$ cat config.mk
export PLATFORM = sky130hd
export DESIGN_NAME = cop_seq
export DESIGN_NICKNAME = d
export VERILOG_FILES = /design/src/rtl/cop_seq_pkg.sv /design/src/rtl/cop_irq_arb.sv /design/src/rtl/cop_addr_unit.sv /design/src/rtl/cop_seq_fsm.sv /design/src/rtl/cop_seq.sv
export SDC_FILE = /design/constraint.sdc
export NUM_CORES = 1
export LEC_CHECK = 0
export BUFFER_PORTS_ARGS = -buffer_cell sky130_fd_sc_hd__buf_2
export CORE_MARGIN = 2
export CORE_UTILIZATION = 46
export CTS_CLUSTER_DIAMETER = 60
export DETAILED_ROUTE_END_ITERATION = 12
export PLACE_DENSITY = 0.87
export SLEW_MARGIN = 20
export SYNTH_ARGS = -nofsm -noshare
export SYNTH_HDL_FRONTEND = slang
export SYNTH_SLANG_ARGS = --single-unit
$ cat constraint.sdc
create_clock -name clk -period 2.1 [get_ports clk]
set_input_delay 0.21 -clock clk [delete_from_list [all_inputs] [get_ports clk]]
set_output_delay 0.21 -clock clk [all_outputs]
set_load 0.02 [all_outputs]
$ cat src/rtl/cop_seq_pkg.sv
package cop_seq_pkg;

  localparam logic [2:0] CLS_LOAD     = 3'd0;
  localparam logic [2:0] CLS_STORE    = 3'd1;
  localparam logic [2:0] CLS_MOVE_IN  = 3'd2;
  localparam logic [2:0] CLS_MOVE_OUT = 3'd3;
  localparam logic [2:0] CLS_DATAOP   = 3'd4;

  localparam logic [2:0] RSP_BUSY = 3'd1;
  localparam logic [2:0] RSP_CANT = 3'd2;
  localparam logic [2:0] RSP_GO   = 3'd3;
  localparam logic [2:0] RSP_INC  = 3'd4;
  localparam logic [2:0] RSP_DONE = 3'd5;

  localparam logic [2:0] EXC_NONE  = 3'd0;
  localparam logic [2:0] EXC_UNDEF = 3'd1;
  localparam logic [2:0] EXC_CPABT = 3'd2;
  localparam logic [2:0] EXC_ADDR  = 3'd3;
  localparam logic [2:0] EXC_DABT  = 3'd4;
  localparam logic [2:0] EXC_RESET = 3'd5;
  localparam logic [2:0] EXC_FIQ   = 3'd6;
  localparam logic [2:0] EXC_IRQ   = 3'd7;

  typedef enum logic [3:0] {
    S_IDLE, S_FIRST, S_WAIT, S_BUSY, S_INTR,
    S_XFER, S_DATA, S_MVCYC, S_MVIDLE, S_FINISH
  } seq_state_e;

  function automatic logic is_mem(input logic [2:0] cls);
    return (cls == CLS_LOAD) || (cls == CLS_STORE);
  endfunction

endpackage

$ cat src/rtl/cop_irq_arb.sv
module cop_irq_arb
  import cop_seq_pkg::*;
(
  input  logic       rst_req,
  input  logic       fiq_req,
  input  logic       fiq_mask,
  input  logic       irq_req,
  input  logic       irq_mask,
  output logic       pend,
  output logic [2:0] code
);
  logic fiq_live, irq_live;

  assign fiq_live = fiq_req & ~fiq_mask;
  assign irq_live = irq_req & ~irq_mask;
  assign pend     = rst_req | fiq_live | irq_live;

  always_comb begin
    if (rst_req)       code = EXC_RESET;
    else if (fiq_live) code = EXC_FIQ;
    else if (irq_live) code = EXC_IRQ;
    else               code = EXC_NONE;
  end
endmodule

$ cat src/rtl/cop_addr_unit.sv
module cop_addr_unit
  import cop_seq_pkg::*;
#(
  parameter int AW         = 32,
  parameter int LEGAL_BITS = 26,
  parameter int VEC_LIMIT  = 32,
  parameter int STEP       = 4
) (
  input  logic          clk,
  input  logic          rst,
  input  logic [AW-1:0] start_addr,
  input  logic [2:0]    op_class,
  input  logic          load,
  input  logic          step,
  output logic          bad,
  output logic [AW-1:0] addr
);
  localparam logic [AW-1:0] VEC_TOP = AW'(VEC_LIMIT);
  localparam logic [AW-1:0] INC     = AW'(STEP);

  logic range_err;
  logic vec_hit;

  generate
    if (LEGAL_BITS < AW) begin : g_range
      assign range_err = |start_addr[AW-1:LEGAL_BITS];
    end else begin : g_norange
      assign range_err = 1'b0;
    end
  endgenerate

  assign vec_hit = (op_class == CLS_STORE) && (start_addr < VEC_TOP);
  assign bad     = is_mem(op_class) && (range_err || vec_hit);

  always_ff @(posedge clk) begin
    if (rst)       addr <= '0;
    else if (load) addr <= start_addr;
    else if (step) addr <= addr + INC;
  end
endmodule

$ cat src/rtl/cop_seq_fsm.sv
module cop_seq_fsm
  import cop_seq_pkg::*;
(
  input  logic       clk,
  input  logic       rst,
  input  logic       start,
  input  logic [2:0] op_class,
  input  logic [2:0] cp_resp,
  input  logic       addr_bad,
  input  logic       irq_pend,
  input  logic [2:0] irq_code,
  input  logic       mem_abort,
  output logic       idle,
  output logic       addr_load,
  output logic       addr_step,
  output logic       cap_rd,
  output logic       cant_rd,
  output logic       ph_first,
  output logic       ph_busy,
  output logic       ph_intr,
  output logic       ph_xfer,
  output logic       ph_data,
  output logic       mem_req,
  output logic       mem_we,
  output logic       done,
  output logic       exc_req,
  output logic [2:0] exc_code
);
  seq_state_e st, st_d;
  logic [2:0] cls_q;
  logic [2:0] exc_q, exc_d;
  logic       ab_q, ab_d;

  always_comb begin
    st_d      = st;
    exc_d     = exc_q;
    ab_d      = ab_q;
    addr_load = 1'b0;
    addr_step = 1'b0;
    cap_rd    = 1'b0;
    cant_rd   = 1'b0;
    unique case (st)
      S_IDLE: begin
        if (start) begin
          exc_d     = EXC_NONE;
          ab_d      = 1'b0;
          addr_load = 1'b1;
          if (addr_bad) begin
            exc_d = EXC_ADDR;
            st_d  = S_FINISH;
          end else begin
            st_d = S_FIRST;
          end
        end
      end
      S_FIRST, S_BUSY: begin
        if (cp_resp == RSP_BUSY) begin
          st_d = S_WAIT;
        end else if (cp_resp == RSP_CANT) begin
          st_d    = S_FINISH;
          exc_d   = is_mem(cls_q) ? EXC_CPABT : EXC_UNDEF;
          cant_rd = (cls_q == CLS_MOVE_OUT);
        end else if (is_mem(cls_q)) begin
          st_d = S_XFER;
        end else if (cls_q == CLS_DATAOP) begin
          st_d = S_FINISH;
        end else begin
          st_d = S_MVCYC;
        end
      end
      S_WAIT: begin
        if (irq_pend) begin
          st_d  = S_INTR;
          exc_d = irq_code;
        end else begin
          st_d = S_BUSY;
        end
      end
      S_INTR:   st_d = S_FINISH;
      S_XFER:   st_d = S_DATA;
      S_DATA: begin
        ab_d = ab_q | mem_abort;
        if (cp_resp == RSP_INC) begin
          addr_step = 1'b1;
        end else begin
          st_d = S_FINISH;
          if (ab_d) exc_d = EXC_DABT;
        end
      end
      S_MVCYC: begin
        if (cls_q == CLS_MOVE_OUT) begin
          cap_rd = 1'b1;
          st_d   = S_MVIDLE;
        end else begin
          st_d = S_FINISH;
        end
      end
      S_MVIDLE: st_d = S_FINISH;
      S_FINISH: st_d = S_IDLE;
      default:  st_d = S_IDLE;
    endcase
  end

  always_ff @(posedge clk) begin
    if (rst) begin
      st    <= S_IDLE;
      cls_q <= CLS_LOAD;
      exc_q <= EXC_NONE;
      ab_q  <= 1'b0;
    end else begin
      st    <= st_d;
      exc_q <= exc_d;
      ab_q  <= ab_d;
      if (st == S_IDLE && start) cls_q <= op_class;
    end
  end

  assign idle     = (st == S_IDLE);
  assign ph_first = (st == S_FIRST);
  assign ph_busy  = (st == S_BUSY);
  assign ph_intr  = (st == S_INTR);
  assign ph_xfer  = (st == S_XFER);
  assign ph_data  = (st == S_DATA) || (st == S_MVCYC);
  assign mem_req  = (st == S_DATA);
  assign mem_we   = (st == S_DATA) && (cls_q == CLS_STORE);
  assign done     = (st == S_FINISH);
  assign exc_code = exc_q;
  assign exc_req  = done && (exc_q != EXC_NONE);
endmodule

$ cat src/rtl/cop_seq.sv
module cop_seq
  import cop_seq_pkg::*;
#(
  parameter int AW         = 32,
  parameter int DW         = 32,
  parameter int LEGAL_BITS = 26,
  parameter int VEC_LIMIT  = 32,
  parameter int NUM_W      = 4,
  parameter int FLAG_W     = 4
) (
  input  logic              clk,
  input  logic              rst,
  input  logic              start,
  input  logic [2:0]        op_class,
  input  logic [NUM_W-1:0]  cop_num,
  input  logic [AW-1:0]     start_addr,
  input  logic [DW-1:0]     move_src,
  input  logic [FLAG_W-1:0] cond_flags,
  input  logic [2:0]        cp_resp,
  input  logic [DW-1:0]     cp_rdata,
  input  logic [DW-1:0]     mem_rdata,
  input  logic              mem_abort,
  input  logic              rst_req,
  input  logic              fiq_req,
  input  logic              fiq_mask,
  input  logic              irq_req,
  input  logic              irq_mask,
  output logic              ph_first,
  output logic              ph_busy,
  output logic              ph_intr,
  output logic              ph_xfer,
  output logic              ph_data,
  output logic [NUM_W-1:0]  cp_sel,
  output logic [DW-1:0]     cp_wdata,
  output logic              mem_req,
  output logic              mem_we,
  output logic [AW-1:0]     mem_addr,
  output logic [DW-1:0]     mem_wdata,
  output logic [DW-1:0]     move_result,
  output logic              exc_req,
  output logic [2:0]        exc_code,
  output logic              done
);
  localparam int LOW_W = DW - FLAG_W;

  logic          seq_idle;
  logic          addr_load, addr_step, addr_bad;
  logic          cap_rd, cant_rd;
  logic          irq_pend;
  logic [2:0]    irq_code;
  logic [DW-1:0] src_q;

  cop_irq_arb u_arb (
    .rst_req  (rst_req),
    .fiq_req  (fiq_req),
    .fiq_mask (fiq_mask),
    .irq_req  (irq_req),
    .irq_mask (irq_mask),
    .pend     (irq_pend),
    .code     (irq_code)
  );

  cop_addr_unit #(
    .AW         (AW),
    .LEGAL_BITS (LEGAL_BITS),
    .VEC_LIMIT  (VEC_LIMIT)
  ) u_addr (
    .clk        (clk),
    .rst        (rst),
    .start_addr (start_addr),
    .op_class   (op_class),
    .load       (addr_load),
    .step       (addr_step),
    .bad        (addr_bad),
    .addr       (mem_addr)
  );

  cop_seq_fsm u_fsm (
    .clk       (clk),
    .rst       (rst),
    .start     (start),
    .op_class  (op_class),
    .cp_resp   (cp_resp),
    .addr_bad  (addr_bad),
    .irq_pend  (irq_pend),
    .irq_code  (irq_code),
    .mem_abort (mem_abort),
    .idle      (seq_idle),
    .addr_load (addr_load),
    .addr_step (addr_step),
    .cap_rd    (cap_rd),
    .cant_rd   (cant_rd),
    .ph_first  (ph_first),
    .ph_busy   (ph_busy),
    .ph_intr   (ph_intr),
    .ph_xfer   (ph_xfer),
    .ph_data   (ph_data),
    .mem_req   (mem_req),
    .mem_we    (mem_we),
    .done      (done),
    .exc_req   (exc_req),
    .exc_code  (exc_code)
  );

  always_ff @(posedge clk) begin
    if (rst) begin
      cp_sel      <= '0;
      src_q       <= '0;
      move_result <= '0;
    end else begin
      if (addr_load) begin
        cp_sel <= cop_num;
        src_q  <= move_src;
      end
      if (cap_rd)       move_result <= cp_rdata;
      else if (cant_rd) move_result <= {cond_flags, {LOW_W{1'b0}}};
    end
  end

  assign cp_wdata  = mem_req ? mem_rdata : src_q;
  assign mem_wdata = cp_rdata;
endmodule

==> results by group, run 1 <==
Status
  • Status: finished, final reports clean

Detailed routing
  • M1 wire length: 7.01 mm
  • WL met2: 8.74 mm
  • Vias per Instance: 5.57
  • # DRC: 0
  • Post-Route WL: 17.8 mm
  • Iter 0 DRT Violations: 456
  • Drt wl/cell: 16.1 um
  • Max layer used: met4
  • Antenna viol nets, final: 0
  • DR vias: 6153
  • DR pass1 iterations: 5
  • Met3 wire length: 1.40 mm

Synth
  • Sequential cell area fraction in the yosys report: 39.5%
  • Top post-synthesis cells by area: dfxtp_1 39%, nand2_1 7.5%, mux2_2 6.6%, a21oi_1 5.3%, nor2_1 4.7%
  • Synth Area per Inst: 8.09 sq um
  • Fraction of registers with async set/reset: 0%
  • EDFF count, synth: 0
  • Synth top area share: 39.5%
  • Gate Count Post-Synth: 696
  • Synth cell count leaders: 112 x nand2_1, 111 x dfxtp_1, 70 x nor2_1
  • Largest area contributor in the netlist: dfxtp_1
  • Count leader, synth: nand2_1
  • Synthesized cell area: 5630 sq um
  • Distinct cell type count after synthesis: 55
  • Yosys reg bits: 111
  • Ys Warns: 0
  • Synth Net Count: 848
  • Top FF cell, synth: dfxtp_1

Placed design
  • Pre-CTS setup slack: 0.167 ns
  • Buffers added on ports: 294
  • HPWL after detailed placement: 13.2 mm
  • Placed Cells: 1087
  • Final Wtd Congestion: 0.928

CTS
  • Clk buf depth: 2
  • H-tree depth: 3
  • CTS tree: yes
  • Worst-path clk slew: 0.07 ns
  • Clk sinks: 111
  • Num CTS Buffers: 9
  • Hold Buf Count CTS: 0
  • Clk Latency, worst-skew pair: 0.35 ns
  • Root buf cell: clkbuf_16
  • # Post-CTS Setup Buffers: 0

STA
  • Clock skew: 0.00622 ns
  • Slew @ Worst Pin: 0.782 ns
  • Setup_tns: 0 ns
  • Final period util: 96.6%
  • Highest Clock Rate: 493 MHz
  • Fin. max-slew vios: 0
  • Final setup fails: 0
  • Worst rel slew slack: 47.9%
  • Final min period: 2.03 ns
  • Final Hold Violating Endpoints: 0
  • Unrepaired setup endpoints after global routing: true
  • Worst setup margin: 0.0712 ns

Worst setup path
  • Flop2flop setup slack: 0.13 ns
  • WP buf/inv: 2
  • CP peak stage delay: 0.37 ns
  • Slowest stage cell, crit path: and4bb_2
  • Critical path arrival: 1.82 ns
  • Crit. path cell count: 4
  • Cell chain of the critical path: and4bb_2 -> buf_12 -> mux2_2 -> buf_2
  • Reg2reg path depth: 6
  • Endpoint class of the critical path: primary output
  • CP Launch Type: register
  • Crit Path Class: reg -> out
  • CP top delay family: buffers and inverters
  • Req. time, crit path: 1.89 ns
  • Worst-path maximum fanout: 36

Final layout
  • Layout Utilization: 61.9%
  • Non-Filler Instances: 1104
  • Share of cells above drive strength 1: 41.1%
  • Nets: 1103
  • Synth-to-Final Area Change: 31.6%

Power
  • Total power: 7320 uW
  • P_leak: 0.00345 uW
  • Peak supply drop: 535 uV
  • Power per cell area: 988 nW/um^2

Die
  • Initial Util: 47.1%
  • Chip width: 115 um
  • Core box area: 12000 sq um
  • FP Rows: 40
  • Ports: 295
  • Die height: 115 um
  • Die area: 13100 sq um

Global route
  • Pin count of the biggest net entering global routing: 71
  • First-pass GRT wire length: 26.7 mm
  • Vias in the first global route: 5520
  • GRT Overall Usage: 25.4%
  • Initial antenna violation count: 1
  • Global route total overflow: 0

Run
  • Max_cap viols: 0

Worst hold path
  • Worst hold stages: 3
  • Hold Path Class: in -> reg
[state kept, by name, summed over array words and instances, names as in the netlist]
| signal | count |
|---|---|
| move_result | 32 |
| src_q | 32 |
| u_addr.addr | 32 |
| cp_sel | 4 |
| u_fsm.st | 4 |
| u_fsm.cls_q | 3 |
| u_fsm.exc_code | 3 |
| u_fsm.ab_q | 1 |
[cells in the final DEF (no fill, tap or decap), types with 4 or more instances in the layout]
| cell | count |
|---|---|
| buf_2 | 293 |
| nand2_1 | 112 |
| dfxtp_1 | 111 |
| nor2_1 | 70 |
| a21oi_1 | 60 |
| a22oi_1 | 33 |
| mux2_2 | 33 |
| buf_4 | 27 |
| o21ai_0 | 24 |
| a31oi_1 | 24 |
| nand4_1 | 19 |
| inv_1 | 14 |
| a211oi_1 | 11 |
| nand3_1 | 9 |
| clkbuf_16 | 9 |
| nor3_1 | 8 |
| and3_1 | 7 |
| nand2b_1 | 6 |
| or3_1 | 6 |
| a32oi_1 | 5 |
| mux2i_1 | 5 |
| o211ai_1 | 4 |
| nor4_1 | 4 |
[tightest hold or removal path, stage by stage]
cell	delay (ns)
buf_2	0.09
nand2_1	0.04
a21oi_1	0.05
[cell families (layout without fill, tap and decap cells)]
group | count (synthesis) | in the layout | synth area share (%)
and+or+nand+nor | 272 | 272 | 23.5
DFF | 111 | 111 | 39.5
AOI/OAI and AO/OA | 178 | 178 | 20.2
buffers and inverters | 93 | 353 | 8.69
other | 0 | 1 | 0
muxes | 38 | 38 | 7.49
adders and majority gates | 1 | 1 | 0.222
xor gates and xnor gates | 3 | 3 | 0.467
[final timing paths]
| path | startpoint | endpoint |
|---|---|---|
| min | move_src[21] | src_q[21] |
| min reg2reg | u_addr.addr[1] | u_addr.addr[1] |
| max reg2reg | u_addr.addr[2] | u_addr.addr[30] |
| max | u_fsm.st[3] | cp_wdata[18] |
[layout make-up]
type	instances	area [sq um]
multi-input cells	492	2940
inverters	14	52.6
repair buffers	323	1730
clock inverters	7	57.6
clock buffers	9	225
fillers	1071	4550
well taps	147	184
flip-flops and latches	111	2220
diodes	1	2.50
[through the flow]
step                hold slack [ns]  cell area (sq um)
global route                 0.0897               7410
CTS                          0.0785               7390
global placement              0.441               7100
floorplan                     0.346               5630
finish                       0.0882               7410
detailed placement            0.444               7100
[power by group]
group          internal [uW]  leakage, uW  switching (uW)
Clock                    820     0.000134             819
Sequential              2470     0.000905             324
Combinational           1090      0.00241            1800
Total                   4380      0.00345            2950
[metal layers]
metal  global-route usage (%)  vias to the layer above
met4                     13.2                        0
met2                     42.5                      314
met5                        0                        -
li1                         -                     2973
met1                     30.9                     2823
met3                     4.92                       43
[timing repair]
| item | in CTS | in global routing |
|---|---|---|
| gates resized for setup | 2 | 3 |
| endpoints found under the setup margin | 33 | 41 |
| pin swaps | 0 | 0 |
Note: power is estimated with default switching activity, not from simulation.
==> run 2, diff against run 1 <==
Settings changed: BUFFER_PORTS_ARGS -buffer_cell sky130_fd_sc_hd__buf_2 to -buffer_cell sky130_fd_sc_hd__clkbuf_2.
==> run 2 against run 1 <==
Against the previous run: register-to-register slack better by 0.02 ns; highest routed layer unchanged; sequential power hardly changed; critical path depth stayed put; sequential cell count stayed put; final cell count is 0.27% higher; core utilization is 0.45 points higher; clock-buffer cell count is 2 higher; via count is 1.1% higher; maximum frequency is 0.54% lower; largest cell class unchanged; critical endpoint is now cp_wdata[20]; clock skew is 0.0029 ns higher; non-clock buffer count is 4 higher; die area stayed put.
==> results by group, run 2 (same netlist as run 1, synthesis figures left out) <==
Final layout
  • Finished Cell Area: 7460 sq um (+0.73%)
  • Multi-input logic area: 2940 sq um (about the same)
  • # fillers: 1035 (-3.4%)
  • Commonest non-fill, non-tap cell in the layout: clkbuf_2
  • FF/Latch Area: 2220 sq um (+0.11%)
  • Nets: 1107 (+0.36%)
  • Synth-to-Final Area Change: 32.5%
  • Non-Filler Instances: 1107 (+0.27%)
  • Top Registers: move_result x32, src_q x32, u_addr.addr x32
  • Antenna diodes: 0 (-1)
  • Commonest cells after routing, fill and taps aside: 293 x clkbuf_2, 112 x nand2_1, 109 x dfxtp_1, 70 x nor2_1, 60 x a21oi_1
  • Share of cells above drive strength 1: 41.6% (+0.45 points)

Placed design
  • Final Wtd Congestion: 0.890 (-4.1%)
  • Post-Place Cell Area: 7130 sq um (+0.42%)
  • Placed Cells: 1091 (+0.37%)
  • Buffers added on ports: 294 (unchanged)
  • HPWL after detailed placement: 13.4 mm (+1.8%)
  • Pre-CTS setup slack: 0.148 ns (-0.0195 ns)

STA
  • Setup_tns: 0 ns (unchanged)
  • Fin. max-slew vios: 0 (unchanged)
  • Slew @ Worst Pin: 0.756 ns (-0.0257 ns)
  • Clock skew: 0.00911 ns (+0.00289 ns)
  • Final min period: 2.04 ns (+0.0111 ns)
  • Final setup fails: 0 (unchanged)
  • Final Hold Violating Endpoints: 0 (unchanged)
  • Highest Clock Rate: 490 MHz (-0.54%)
  • Worst setup margin: 0.0601 ns (-0.0111 ns)
  • Worst rel slew slack: 49.6% (+1.7 points)
  • Final period util: 97.1% (+0.53 points)
  • Unrepaired setup endpoints after global routing: true

Worst setup path
  • Crit Path Class: reg -> out
  • Worst-path maximum fanout: 36 (unchanged)
  • Reg2reg path depth: 6 (unchanged)
  • Worst r2r dst: u_addr.addr[30]
  • Critical path arrival: 1.83 ns (about the same)
  • CP Launch Type: register
  • Endpoint class of the critical path: primary output
  • FF-to-FF Start: u_addr.addr[3]
  • CP startpoint: u_fsm.st[3]
  • Flop2flop setup slack: 0.15 ns (+0.02 ns)
  • Req. time, crit path: 1.89 ns (about the same)

Global route
  • Pin count of the biggest net entering global routing: 69 (-2.8%)
  • First-pass GRT wire length: 27.1 mm (+1.7%)
  • Initial antenna violation count: 0 (-1)
  • Vias in the first global route: 5642 (+2.2%)
  • Global route total overflow: 0 (unchanged)
  • GRT Overall Usage: 26.1% (+0.67 points)

Power
  • Power per cell area: 1000 nW/um^2 (+1.5%)
  • Total power: 7490 uW (+2.2%)
  • P_leak: 0.00343 uW (-0.34%)
  • Peak supply drop: 809 uV (+51%)

CTS
  • H-tree depth: 3 (unchanged)
  • Worst-path clk slew: 0.07 ns (about the same)
  • Clk Latency, worst-skew pair: 0.35 ns (about the same)
  • Clk sinks: 111 (unchanged)
  • Num CTS Buffers: 9 (unchanged)
  • CTS tree: yes
  • Root buf cell: clkbuf_16
  • Clk buf depth: 2 (unchanged)

Detailed routing
  • Post-Route WL: 18.0 mm (+1.4%)
  • DR pass1 iterations: 5 (unchanged)
  • Drt wl/cell: 16.3 um (+1.2%)
  • DR vias: 6221 (+1.1%)
  • Iter 0 DRT Violations: 398 (-13%)
  • Antenna viol nets, final: 0 (unchanged)
  • Vias per Instance: 5.62 (+0.83%)
  • # DRC: 0 (unchanged)

Die
  • Chip width: 115 um (unchanged)
  • FP Rows: 40 (unchanged)
  • Die area: 13100 sq um (unchanged)
  • Initial Util: 47.1% (unchanged)
  • Core box area: 12000 sq um (unchanged)
  • Die height: 115 um (unchanged)
  • Ports: 295 (unchanged)

Worst hold path
  • Hold_sp: move_src[22]
  • Hold endpoint: src_q[22]
  • Worst hold stages: 3 (unchanged)
  • Hold Path Class: in -> reg

Run
  • Max_cap viols: 0 (unchanged)

Status
  • Status: finished, final reports clean
[run 2: changes by cell type in the layout (fill, tap and decap cells not counted), sizes merged]
cell,before,now
bufinv,0,1
buf,323,34
inv,16,15
clkbuf,9,304
clkinv,3,1
diode,1,0
[run 2: metrics by stage]
stage                     hold WS, ns  util [%]
after global placement          0.433      59.6
after detailed placement        0.439      59.6
after floorplan                 0.346         -
after global routing           0.0708      62.4
after CTS                      0.0594      62.3
final                          0.0743      62.4
[run 2: area by class of cell]
type / count / share of cell area (%)
Multi-Input combinational cell: 492 / 39.4
Sequential cell: 111 / 29.8
Timing Repair Buffer: 327 / 23.4
Clock buffer: 11 / 3.39
Tap cell: 147 / 2.46
Clock inverter: 5 / 0.872
Inverter: 14 / 0.704
[run 2: how the worst max path moves through the flow]
stage / to / slack [ns] / cells past startpoint
2_1_floorplan: u_addr.addr[30] / 0.008 / 6
3_3_place_gp: u_addr.addr[30] / 0.23 / 6
3_5_place_dp: u_addr.addr[30] / 0.15 / 6
4_1_cts: cp_wdata[18] / 0.03 / 4
5_1_grt: move_result[20] / -0.03 / 6
6_report: cp_wdata[20] / 0.06 / 4
[run 2: where the power goes]
| group | leakage, uW | internal (uW) | switching, uW | total [uW] |
|---|---|---|---|---|
| sequential | 0.000906 | 2470 | 330 | 2800 |
| clock | 0.000150 | 1000 | 800 | 1800 |
| combinational | 0.00238 | 1070 | 1810 | 2880 |
| total | 0.00343 | 4540 | 2940 | 7490 |
[run 2: repair_timing]
item / 4_1_cts / 5_1_grt
gates resized for setup: 0 / 4
endpoints found under the setup margin: 0 / 6
hold buffers: 0 / 0
setup buffers: 0 / 0
endpoints found under the hold margin: 0 / 0
[run 2: metal layers]
layer / global-route usage [%] / part of all wire [%]
met1: 29.8 / 38
met2: 45.6 / 50
met3: 6.41 / 7.8
met4: 12.1 / 3.9
met5: 0 / 0
[run 2: critical path, stage by stage (launching register included)]
cell and delay (ns):
dfxtp_1 0.32, and4bb_2 0.37, buf_12 0.24, mux2_2 0.37, clkbuf_2 0.16
